File: src/rtl/ccl_pkg.sv
package ccl_pkg;

  // Conduction phase of the power stage
  typedef enum logic [1:0] {
    PH_OFF  = 2'd0,
    PH_LOW  = 2'd1,
    PH_HIGH = 2'd2
  } phase_t;

  // Blanking length in clock cycles, rounded up so it is never shorter
  // than the requested time.
  function automatic int leb_cycles(input int blank_ps, input int clk_ps);
    return (blank_ps + clk_ps - 1) / clk_ps;
  endfunction

  // A low-side hit counts only while the low-side gate is conducting
  function automatic logic ls_hit(input logic ls_on, input logic ls_oc);
    return ls_on & ls_oc;
  endfunction

endpackage

File: src/rtl/ccl_blank_timer.sv
module ccl_blank_timer #(
  parameter int LEB = 22
) (
  input  logic clk,
  input  logic rst_n,
  input  logic hs_start,
  input  logic hs_on,
  output logic blank_active
);

  generate
    if (LEB == 0) begin : g_no_blank
      assign blank_active = 1'b0;
    end else begin : g_blank
      localparam int CNT_W = $clog2(LEB + 1);
      logic [CNT_W-1:0] cnt_q;

      always_ff @(posedge clk or negedge rst_n) begin
        if (!rst_n) begin
          cnt_q <= '0;
        end else if (hs_start) begin
          cnt_q <= CNT_W'(LEB);
        end else if (!hs_on) begin
          cnt_q <= '0;
        end else if (cnt_q != '0) begin
          cnt_q <= cnt_q - 1'b1;
        end
      end

      assign blank_active = (cnt_q != '0);

      AST_BLANK_ARMED: assert property (@(posedge clk) disable iff (!rst_n)
        hs_start |=> blank_active);
    end
  endgenerate

endmodule

File: src/rtl/ccl_phase_fsm.sv
module ccl_phase_fsm
  import ccl_pkg::*;
(
  input  logic   clk,
  input  logic   rst_n,
  input  logic   gate_off,
  input  logic   pwm_req,
  input  logic   ls_oc,
  input  logic   hs_oc,
  input  logic   blank_active,
  output phase_t phase,
  output logic   hs_start,
  output logic   hs_trunc
);

  phase_t phase_q, phase_d;
  logic   lock_q;

  always_comb begin
    phase_d  = phase_q;
    hs_start = 1'b0;
    hs_trunc = 1'b0;
    if (gate_off) begin
      phase_d = PH_OFF;
    end else begin
      case (phase_q)
        PH_OFF:  phase_d = PH_LOW;
        PH_LOW: begin
          if (pwm_req && !ls_oc && !lock_q) begin
            phase_d  = PH_HIGH;
            hs_start = 1'b1;
          end
        end
        PH_HIGH: begin
          if (hs_oc && !blank_active) begin
            phase_d  = PH_LOW;
            hs_trunc = 1'b1;
          end else if (!pwm_req) begin
            phase_d = PH_LOW;
          end
        end
        default: phase_d = PH_OFF;
      endcase
    end
  end

  always_ff @(posedge clk or negedge rst_n) begin
    if (!rst_n) begin
      phase_q <= PH_OFF;
      lock_q  <= 1'b0;
    end else begin
      phase_q <= phase_d;
      if (hs_trunc)      lock_q <= 1'b1;
      else if (!pwm_req) lock_q <= 1'b0;
    end
  end

  assign phase = phase_q;

  AST_OFF_FORCE: assert property (@(posedge clk) disable iff (!rst_n)
    gate_off |=> phase_q == PH_OFF);
  AST_LS_OC_INHIBIT: assert property (@(posedge clk) disable iff (!rst_n)
    (phase_q == PH_LOW && ls_oc) |=> phase_q != PH_HIGH);
  AST_BLANK_HOLD: assert property (@(posedge clk) disable iff (!rst_n)
    (phase_q == PH_HIGH && blank_active && pwm_req && !gate_off) |=> phase_q == PH_HIGH);
  AST_HS_CUT: assert property (@(posedge clk) disable iff (!rst_n)
    (phase_q == PH_HIGH && !blank_active && hs_oc && !gate_off) |=> phase_q == PH_LOW);
  AST_LOCK_HOLD: assert property (@(posedge clk) disable iff (!rst_n)
    (lock_q && pwm_req && phase_q == PH_LOW) |=> phase_q != PH_HIGH);

endmodule

File: src/rtl/ccl_event_track.sv
module ccl_event_track
  import ccl_pkg::*;
(
  input  logic clk,
  input  logic rst_n,
  input  logic ls_on,
  input  logic ls_oc,
  input  logic valley_stb,
  input  logic hs_trunc,
  output logic ls_evt,
  output logic hs_evt
);

  logic seen_q;
  logic hit_now;

  assign hit_now = ls_hit(ls_on, ls_oc);

  always_ff @(posedge clk or negedge rst_n) begin
    if (!rst_n) begin
      seen_q <= 1'b0;
      ls_evt <= 1'b0;
      hs_evt <= 1'b0;
    end else begin
      hs_evt <= hs_trunc;
      if (valley_stb) begin
        ls_evt <= seen_q | hit_now;
        seen_q <= 1'b0;
      end else begin
        ls_evt <= 1'b0;
        seen_q <= seen_q | hit_now;
      end
    end
  end

  AST_LS_EVT_CAUSE: assert property (@(posedge clk) disable iff (!rst_n)
    ls_evt |-> $past(valley_stb));
  AST_HS_EVT_SINGLE: assert property (@(posedge clk) disable iff (!rst_n)
    hs_evt |=> !hs_evt);

endmodule

File: src/rtl/ccl_gate.sv
module ccl_gate
  import ccl_pkg::*;
#(
  parameter int CLK_PERIOD_PS = 5000,
  parameter int LEB_PS        = 108000,
  parameter int LVL_W         = 2
) (
  input  logic             clk,
  input  logic             rst_n,
  input  logic             gate_off_i,
  input  logic             pwm_req_i,
  input  logic             valley_stb_i,
  input  logic             ls_oc_i,
  input  logic             hs_oc_i,
  input  logic [LVL_W-1:0] lim_sel_i,
  output logic             hs_gate_o,
  output logic             ls_gate_o,
  output logic [LVL_W-1:0] ls_lvl_o,
  output logic [LVL_W-1:0] hs_lvl_o,
  output logic             ls_evt_o,
  output logic             hs_evt_o
);

  localparam int LEB = leb_cycles(LEB_PS, CLK_PERIOD_PS);

  phase_t phase;
  logic   hs_start;
  logic   hs_trunc;
  logic   blank_active;

  ccl_phase_fsm u_fsm (
    .clk          (clk),
    .rst_n        (rst_n),
    .gate_off     (gate_off_i),
    .pwm_req      (pwm_req_i),
    .ls_oc        (ls_oc_i),
    .hs_oc        (hs_oc_i),
    .blank_active (blank_active),
    .phase        (phase),
    .hs_start     (hs_start),
    .hs_trunc     (hs_trunc)
  );

  ccl_blank_timer #(.LEB(LEB)) u_blank (
    .clk          (clk),
    .rst_n        (rst_n),
    .hs_start     (hs_start),
    .hs_on        (phase == PH_HIGH),
    .blank_active (blank_active)
  );

  assign hs_gate_o = (phase == PH_HIGH) & ~gate_off_i;
  assign ls_gate_o = (phase == PH_LOW)  & ~gate_off_i;

  ccl_event_track u_evt (
    .clk        (clk),
    .rst_n      (rst_n),
    .ls_on      (ls_gate_o),
    .ls_oc      (ls_oc_i),
    .valley_stb (valley_stb_i),
    .hs_trunc   (hs_trunc),
    .ls_evt     (ls_evt_o),
    .hs_evt     (hs_evt_o)
  );

  // Both comparators take the same code; the high-side one scales it
  assign ls_lvl_o = lim_sel_i;
  assign hs_lvl_o = lim_sel_i;

  AST_OFF_GATES_LOW: assert property (@(posedge clk) disable iff (!rst_n)
    (gate_off_i && $past(gate_off_i)) |-> !(hs_gate_o || ls_gate_o));

endmodule

File: config.mk
export PLATFORM = sky130hd
export DESIGN_NAME = ccl_gate
export DESIGN_NICKNAME = d
export VERILOG_FILES = /design/src/rtl/ccl_pkg.sv /design/src/rtl/ccl_blank_timer.sv /design/src/rtl/ccl_phase_fsm.sv /design/src/rtl/ccl_event_track.sv /design/src/rtl/ccl_gate.sv
export SDC_FILE = /design/constraint.sdc
export NUM_CORES = 1
export LEC_CHECK = 0
export CAP_MARGIN = 20
export CORE_MARGIN = 2
export CORE_UTILIZATION = 35
export CTS_BUF_LIST = sky130_fd_sc_hd__clkbuf_8
export DETAILED_ROUTE_END_ITERATION = 7
export PLACE_DENSITY = 0.66
export SETUP_SLACK_MARGIN = 0.4
export SLEW_MARGIN = 20
export SYNTH_ARGS = -nofsm -noshare
export SYNTH_HDL_FRONTEND = slang
export SYNTH_SLANG_ARGS = --single-unit
File: constraint.sdc
create_clock -name clk -period 1.68 [get_ports clk]
set_input_delay 0.336 -clock clk [delete_from_list [all_inputs] [get_ports clk]]
set_output_delay 0.336 -clock clk [all_outputs]
set_load 0.02 [all_outputs]
==> results of run 1 <==
-- layer usage --
metal  global-route usage [%]  vias to the layer above
met5                        0                        -
li1                         -                      222
met4                     11.5                        0
met3                     5.00                        6
met1                     18.8                      210
met2                     21.8                       14
-- sequential cells by signal (all words and copies together), names as in the netlist --
name                   cells
u_blank.g_blank.cnt_q      5
u_evt.hs_evt               1
u_evt.ls_evt               1
u_evt.seen_q               1
u_fsm.lock_q               1
u_fsm.phase                2
-- critical path, delay by kind of cell (launching register included) --
kind                   cells  cell delay, ps
and+or+nand+nor            1             240
buffers and inverters      1             180
DFF                        1             450
-- through the flow --
stage	total power [mW]	cells	setup TNS [ps]
5_1_grt	0.694	90	0
6_report	0.669	90	0
4_1_cts	0.660	88	0
2_1_floorplan	0.339	49	0
3_5_place_dp	0.375	78	-580
3_3_place_gp	0.375	78	-531
-- cell families (layout without fill, tap and decap cells) --
kind of cell	after synthesis	in the layout	share of synthesized area (%)
flip-flops	11	11	50.7
AO/OA/AOI/OAI	9	9	14.5
adder cells (fa/ha/maj)	1	1	2.30
AND/OR/NAND/NOR	19	19	21.7
buffers and inverters	7	32	7.60
XOR/XNOR	2	2	3.23
-- worst max path at each step --
stage                                        start                        to  depth (start not counted)
final                               u_fsm.phase[1]                 ls_gate_o                          2
after global routing      u_blank.g_blank.cnt_q[1]  u_blank.g_blank.cnt_q[3]                          6
after CTS                           u_fsm.phase[1]                 ls_gate_o                          2
after detailed placement                gate_off_i                 ls_gate_o                          3
after global placement                  gate_off_i                 ls_gate_o                          3
after floorplan           u_blank.g_blank.cnt_q[1]            u_fsm.phase[1]                          5
-- power groups by stage --
stage	Sequential [mW]	Combinational (mW)	Clock, mW
floorplan	0.286	0.0531	0
global placement	0.286	0.0887	0
detailed placement	0.286	0.0890	0
CTS	0.282	0.112	0.265
global route	0.284	0.130	0.280
finish	0.283	0.121	0.264
-- layout make-up --
class	instances	area, um^2	share of cell area, %
clock buffers	3	41.3	4.71
clock inverters	1	3.75	0.429
inverters	3	11.3	1.29
multi-input cells	31	299	34.1
flip-flops and latches	11	277	31.6
well taps	16	20.0	2.29
repair buffers	25	224	25.6
-- cells in the final DEF, fill, tap and decap left out, types with 2 or more instances in the layout --
| master | n |
|---|---|
| inv_2 | 2 |
| clkdlybuf4s50_1 | 5 |
| clkbuf_8 | 3 |
| dlygate4sd2_1 | 3 |
| nand2_2 | 2 |
| nor2_1 | 3 |
| buf_4 | 14 |
| nor3b_2 | 2 |
| inv_1 | 2 |
| dfrtp_1 | 10 |
| nand2_1 | 3 |
| buf_6 | 2 |
-- what timing repair did --
| action | CTS | global route |
|---|---|---|
| buffers inserted | 6 | 2 |
| gates resized for setup | 25 | 5 |
| pin swaps | 5 | 4 |
| setup endpoints to repair | 11 | 11 |
==> out/qor.yml, run 1 <==
logic_synthesis:
  synthArstFlopShare_pct: 100
  synth_top_cell_area_share_pct: 50.7
  synthTopCellsByArea: "dfrtp_1, buf_4, nor4b_4"
  synthFlopType: "dfrtp_1"
  ys_warn_count: 0
  netlist_area_um2: 543
  syn_avg_cell_area_um2: 11.1
  synth_cells: 49
  synthTopCellsByCount: "dfrtp_1, buf_4, nand2_1, nor2_1, inv_1"
  synth_edf_count: 0
  ys_types: 25
  synth.most_common_cell: "dfrtp_1"
  yosys.area.top_type: "dfrtp_1"
  yosysSeqAreaShare_pct: 50.7
  syn_nets: 59
  synth-seq-cells: 11
sta:
  max_freq_mhz: 694
  final_max_slew_viol_count: 0
  maxSlewHeadroom_pct: 66.3
  rsz0062_at_grt: "yes"
  finalWorstSetupSlack_ps: 238
  setup_violations: 0
  min_period_over_period_pct: 85.8
  fin_skew_ps: 1.18
  final.min_clock_period_ps: 1440
  hold_viol: 0
  tightest_slew_ps: 504
  timing.hold.ws_ps: 435
power_and_ir_drop:
  irDropWorstVdd_mv: 0.488
  p_sw_uw: 164
  cellPowerDensity_nw_per_um2: 763
  leakagePower_nw: 0.427
  comb_power_share_pct: 18.1
  netSwitchingFraction_pct: 24.6
  p_seq_share_pct: 42.3
  clockPowerShare_pct: 39.6
  p_int_uw: 504
critical_path:
  start_kind: "flip-flop"
  path_max_fanout: 4
  path_cells: "nor3b_2, buf_4"
  end_kind: "primary output"
  rr_endpoint: "u_blank.g_blank.cnt_q[3]"
  worstPathArrival_ps: 1110
  worstSetupPathType: "flip-flop to primary output"
  r2r_cells: 6
  slowest_delay_ps: 450
  r2r_start: "u_blank.g_blank.cnt_q[1]"
  reg2reg_slack_ps: 250
  slowest_stage: "dfrtp_2"
  required_ps: 1340
layout:
  nets: 85
  drive_gt1_share_pct: 52.7
  fillers: 121
  post-route-cell-area_um2: 876
  final_core_util_pct: 59.5
  antenna_cells: 0
  area_growth_pct: 61.3
cts:
  cts_tree: "done"
  cts.path.max_buffers: 2
  root_buffer: "clkbuf_8"
  clock-sinks: 11
  clk_pin_slew_ps: 50
  h-tree-depth: 1
  hold_buffers: 0
  numCtsBuffers: 3
  clk-insertion-delay-late_ps: 240
floorplanning:
  die_area_um2: 1880
  io_pins: 17
  rows: 14
  start_util_pct: 36.9
  die_w_um: 43.4
  die_h_um: 43.4
  core_um2: 1470
drt:
  met1_length_um: 545
  firstDrtPassIters: 3
  drt_iter0_drc: 9
  ant_nets: 0
  drt-total-wl_um: 1230
  viasPerCell: 5.02
  wl_met2_um: 589
  routed.top_layer: "met4"
  wl_met3_um: 68
  wire_per_inst_um: 13.7
  drc: 0
  dr_total_vias: 452
run_status:
  outcome: "completed"
placed_design:
  place_area_um2: 693
  hpwl_um: 807
  gp_congestion: 0.761
  portBuffers: 10
  place_ws_ps: -327
global_routing:
  grt_usage_pct: 15.2
  antenna_found_initial: 0
  grt-ovfl-total: 0
  grt_max_degree: 12
  grt_pass1_wl_um: 2020
  grt_pass1_vias: 469
job:
  maxCapViolCount: 0
worst_hold_path:
  hold_class: "input pin to async pin"
Power figures use the tool's default switching activity.
==> run 2: changes to the inputs <==
--- a/config.mk
+++ b/config.mk
@@ -16,3 +16,4 @@
 export SYNTH_ARGS = -nofsm -noshare
 export SYNTH_HDL_FRONTEND = slang
 export SYNTH_SLANG_ARGS = --single-unit
+export TNS_END_PERCENT = 50
==> out/qor.yml, run 2 (same netlist as run 1, synthesis figures left out) <==
critical_path:
  reg2reg_slack_ps: 200
  start_kind: "flip-flop"
  worstSetupPathType: "flip-flop to flip-flop"
  path_max_fanout: 2
  path_cells: "inv_2, ha_4, nor4b_4, buf_4, or4_1, o21ai_1"
  cp_num_buf_inv: 2
  worstPathArrival_ps: 1630
  rr_endpoint: "u_blank.g_blank.cnt_q[3]"
  r2r_start: "u_blank.g_blank.cnt_q[0]"
  slowest_stage: "or4_1"
  r2r_cells: 6
  crit_family: "simple AND/OR/NAND/NOR gates"
  slowest_delay_ps: 470
  end_kind: "flip-flop"
  required_ps: 1830
placed_design:
  hpwl_um: 947
  portBuffers: 10
  gp_congestion: 0.790
  place_area_um2: 716
global_routing:
  grt_pass1_vias: 480
  grt_pass1_wl_um: 2150
  grt-ovfl-total: 0
  grt_max_degree: 12
  antenna_found_initial: 0
  grt_usage_pct: 15.8
run_status:
  outcome: "completed"
drt:
  drt-total-wl_um: 1300
  wire_per_inst_um: 14.4
  dr_total_vias: 468
  ant_nets: 0
  drc: 0
  viasPerCell: 5.20
  drt_iter0_drc: 11
  firstDrtPassIters: 4
sta:
  maxSlewHeadroom_pct: 66.0
  final.min_clock_period_ps: 1480
  min_period_over_period_pct: 88.1
  tightest_slew_ps: 509
  rsz0062_at_grt: "yes"
  hold_viol: 0
  fin_skew_ps: 0.805
  max_freq_mhz: 676
  setup_violations: 0
  final_max_slew_viol_count: 0
cts:
  h-tree-depth: 1
  clk_pin_slew_ps: 50
  cts.path.max_buffers: 2
  cts_tree: "done"
  clk-insertion-delay-late_ps: 230
  hold_buffers: 0
  root_buffer: "clkbuf_8"
  clock-sinks: 11
  numCtsBuffers: 3
power_and_ir_drop:
  power_uw: 652
  cellPowerDensity_nw_per_um2: 789
  irDropWorstVdd_mv: 0.741
  leakagePower_nw: 0.416
floorplanning:
  die_area_um2: 1880
  io_pins: 17
  start_util_pct: 36.9
  die_h_um: 43.4
  core_um2: 1470
  die_w_um: 43.4
  rows: 14
layout:
  final_common_cell: "buf_4"
  area_growth_pct: 52.3
  nets: 85
  drive_gt1_share_pct: 40.5
  antenna_cells: 0
  fillers: 144
  largest_register_ff_count: 5
  post-route-cell-area_um2: 827
  largest_register: "u_blank.g_blank.cnt_q"
  final_cell_mix: "buf_4, dfrtp_1, clkdlybuf4s50_1"
job:
  maxCapViolCount: 0
worst_hold_path:
  hold_class: "input pin to async pin"
## run 2: cell counts in the layout (fill, tap and decap cells not counted)
No cell type changed its count.
## run 2: timing repair
action                                  CTS  global route
endpoints found under the setup margin   12            11
pin swaps                                 4             1
endpoints found under the hold margin     0             0
resized for setup                        20             2
buffers inserted                          5             0
## run 2: routing by layer
metal  vias up  wire length [um]  track usage (%)
met5         -                 0                0
met4         0                 0             3.64
met3         0                77             7.08
met2        15               679             26.6
met1       233               538             18.7
li1        220                 -                -
## run 2: layout make-up
| type | count | area, um^2 | area share (%) |
|---|---|---|---|
| clock buffer | 3 | 41.3 | 4.99 |
| clock inverter | 1 | 3.75 | 0.454 |
| inverter | 3 | 11.3 | 1.36 |
| multi-input combinational | 31 | 264 | 31.9 |
| sequential | 11 | 275 | 33.3 |
| tap | 16 | 20.0 | 2.42 |
| timing repair buffer | 25 | 211 | 25.6 |
## run 2: worst max-delay path by stage
| stage | start | endpoint | slack (ps) | depth (start not counted) |
|---|---|---|---|---|
| 2_1_floorplan | u_blank.g_blank.cnt_q[1] | u_fsm.phase[1] | 250 | 5 |
| 3_3_place_gp | gate_off_i | ls_gate_o | -290 | 3 |
| 3_5_place_dp | gate_off_i | ls_gate_o | -280 | 3 |
| 4_1_cts | u_blank.g_blank.cnt_q[0] | u_blank.g_blank.cnt_q[3] | 200 | 6 |
| 5_1_grt | u_blank.g_blank.cnt_q[1] | u_blank.g_blank.cnt_q[3] | 160 | 6 |
| 6_report | u_blank.g_blank.cnt_q[0] | u_blank.g_blank.cnt_q[3] | 200 | 6 |
## run 2: stage by stage
stage | util (%) | instances | setup WS, ps | hold WS [ps] | setup TNS, ps
after floorplan | - | 49 | 247 | 40.4 | 0
after global placement | 48.6 | 81 | -292 | 469 | -506
after detailed placement | 48.6 | 81 | -278 | 493 | -508
after CTS | 56.0 | 90 | 197 | 472 | 0
after global routing | 56.2 | 90 | 155 | 482 | 0
final | 56.2 | 90 | 200 | 444 | 0
## run 2: where the power goes
| part | switching [mW] | total [mW] | internal, mW |
|---|---|---|---|
| registers | 0.00719 | 0.281 | 0.274 |
| clock network | 0.0943 | 0.254 | 0.160 |
| logic | 0.0506 | 0.117 | 0.0661 |
| total | 0.152 | 0.652 | 0.500 |
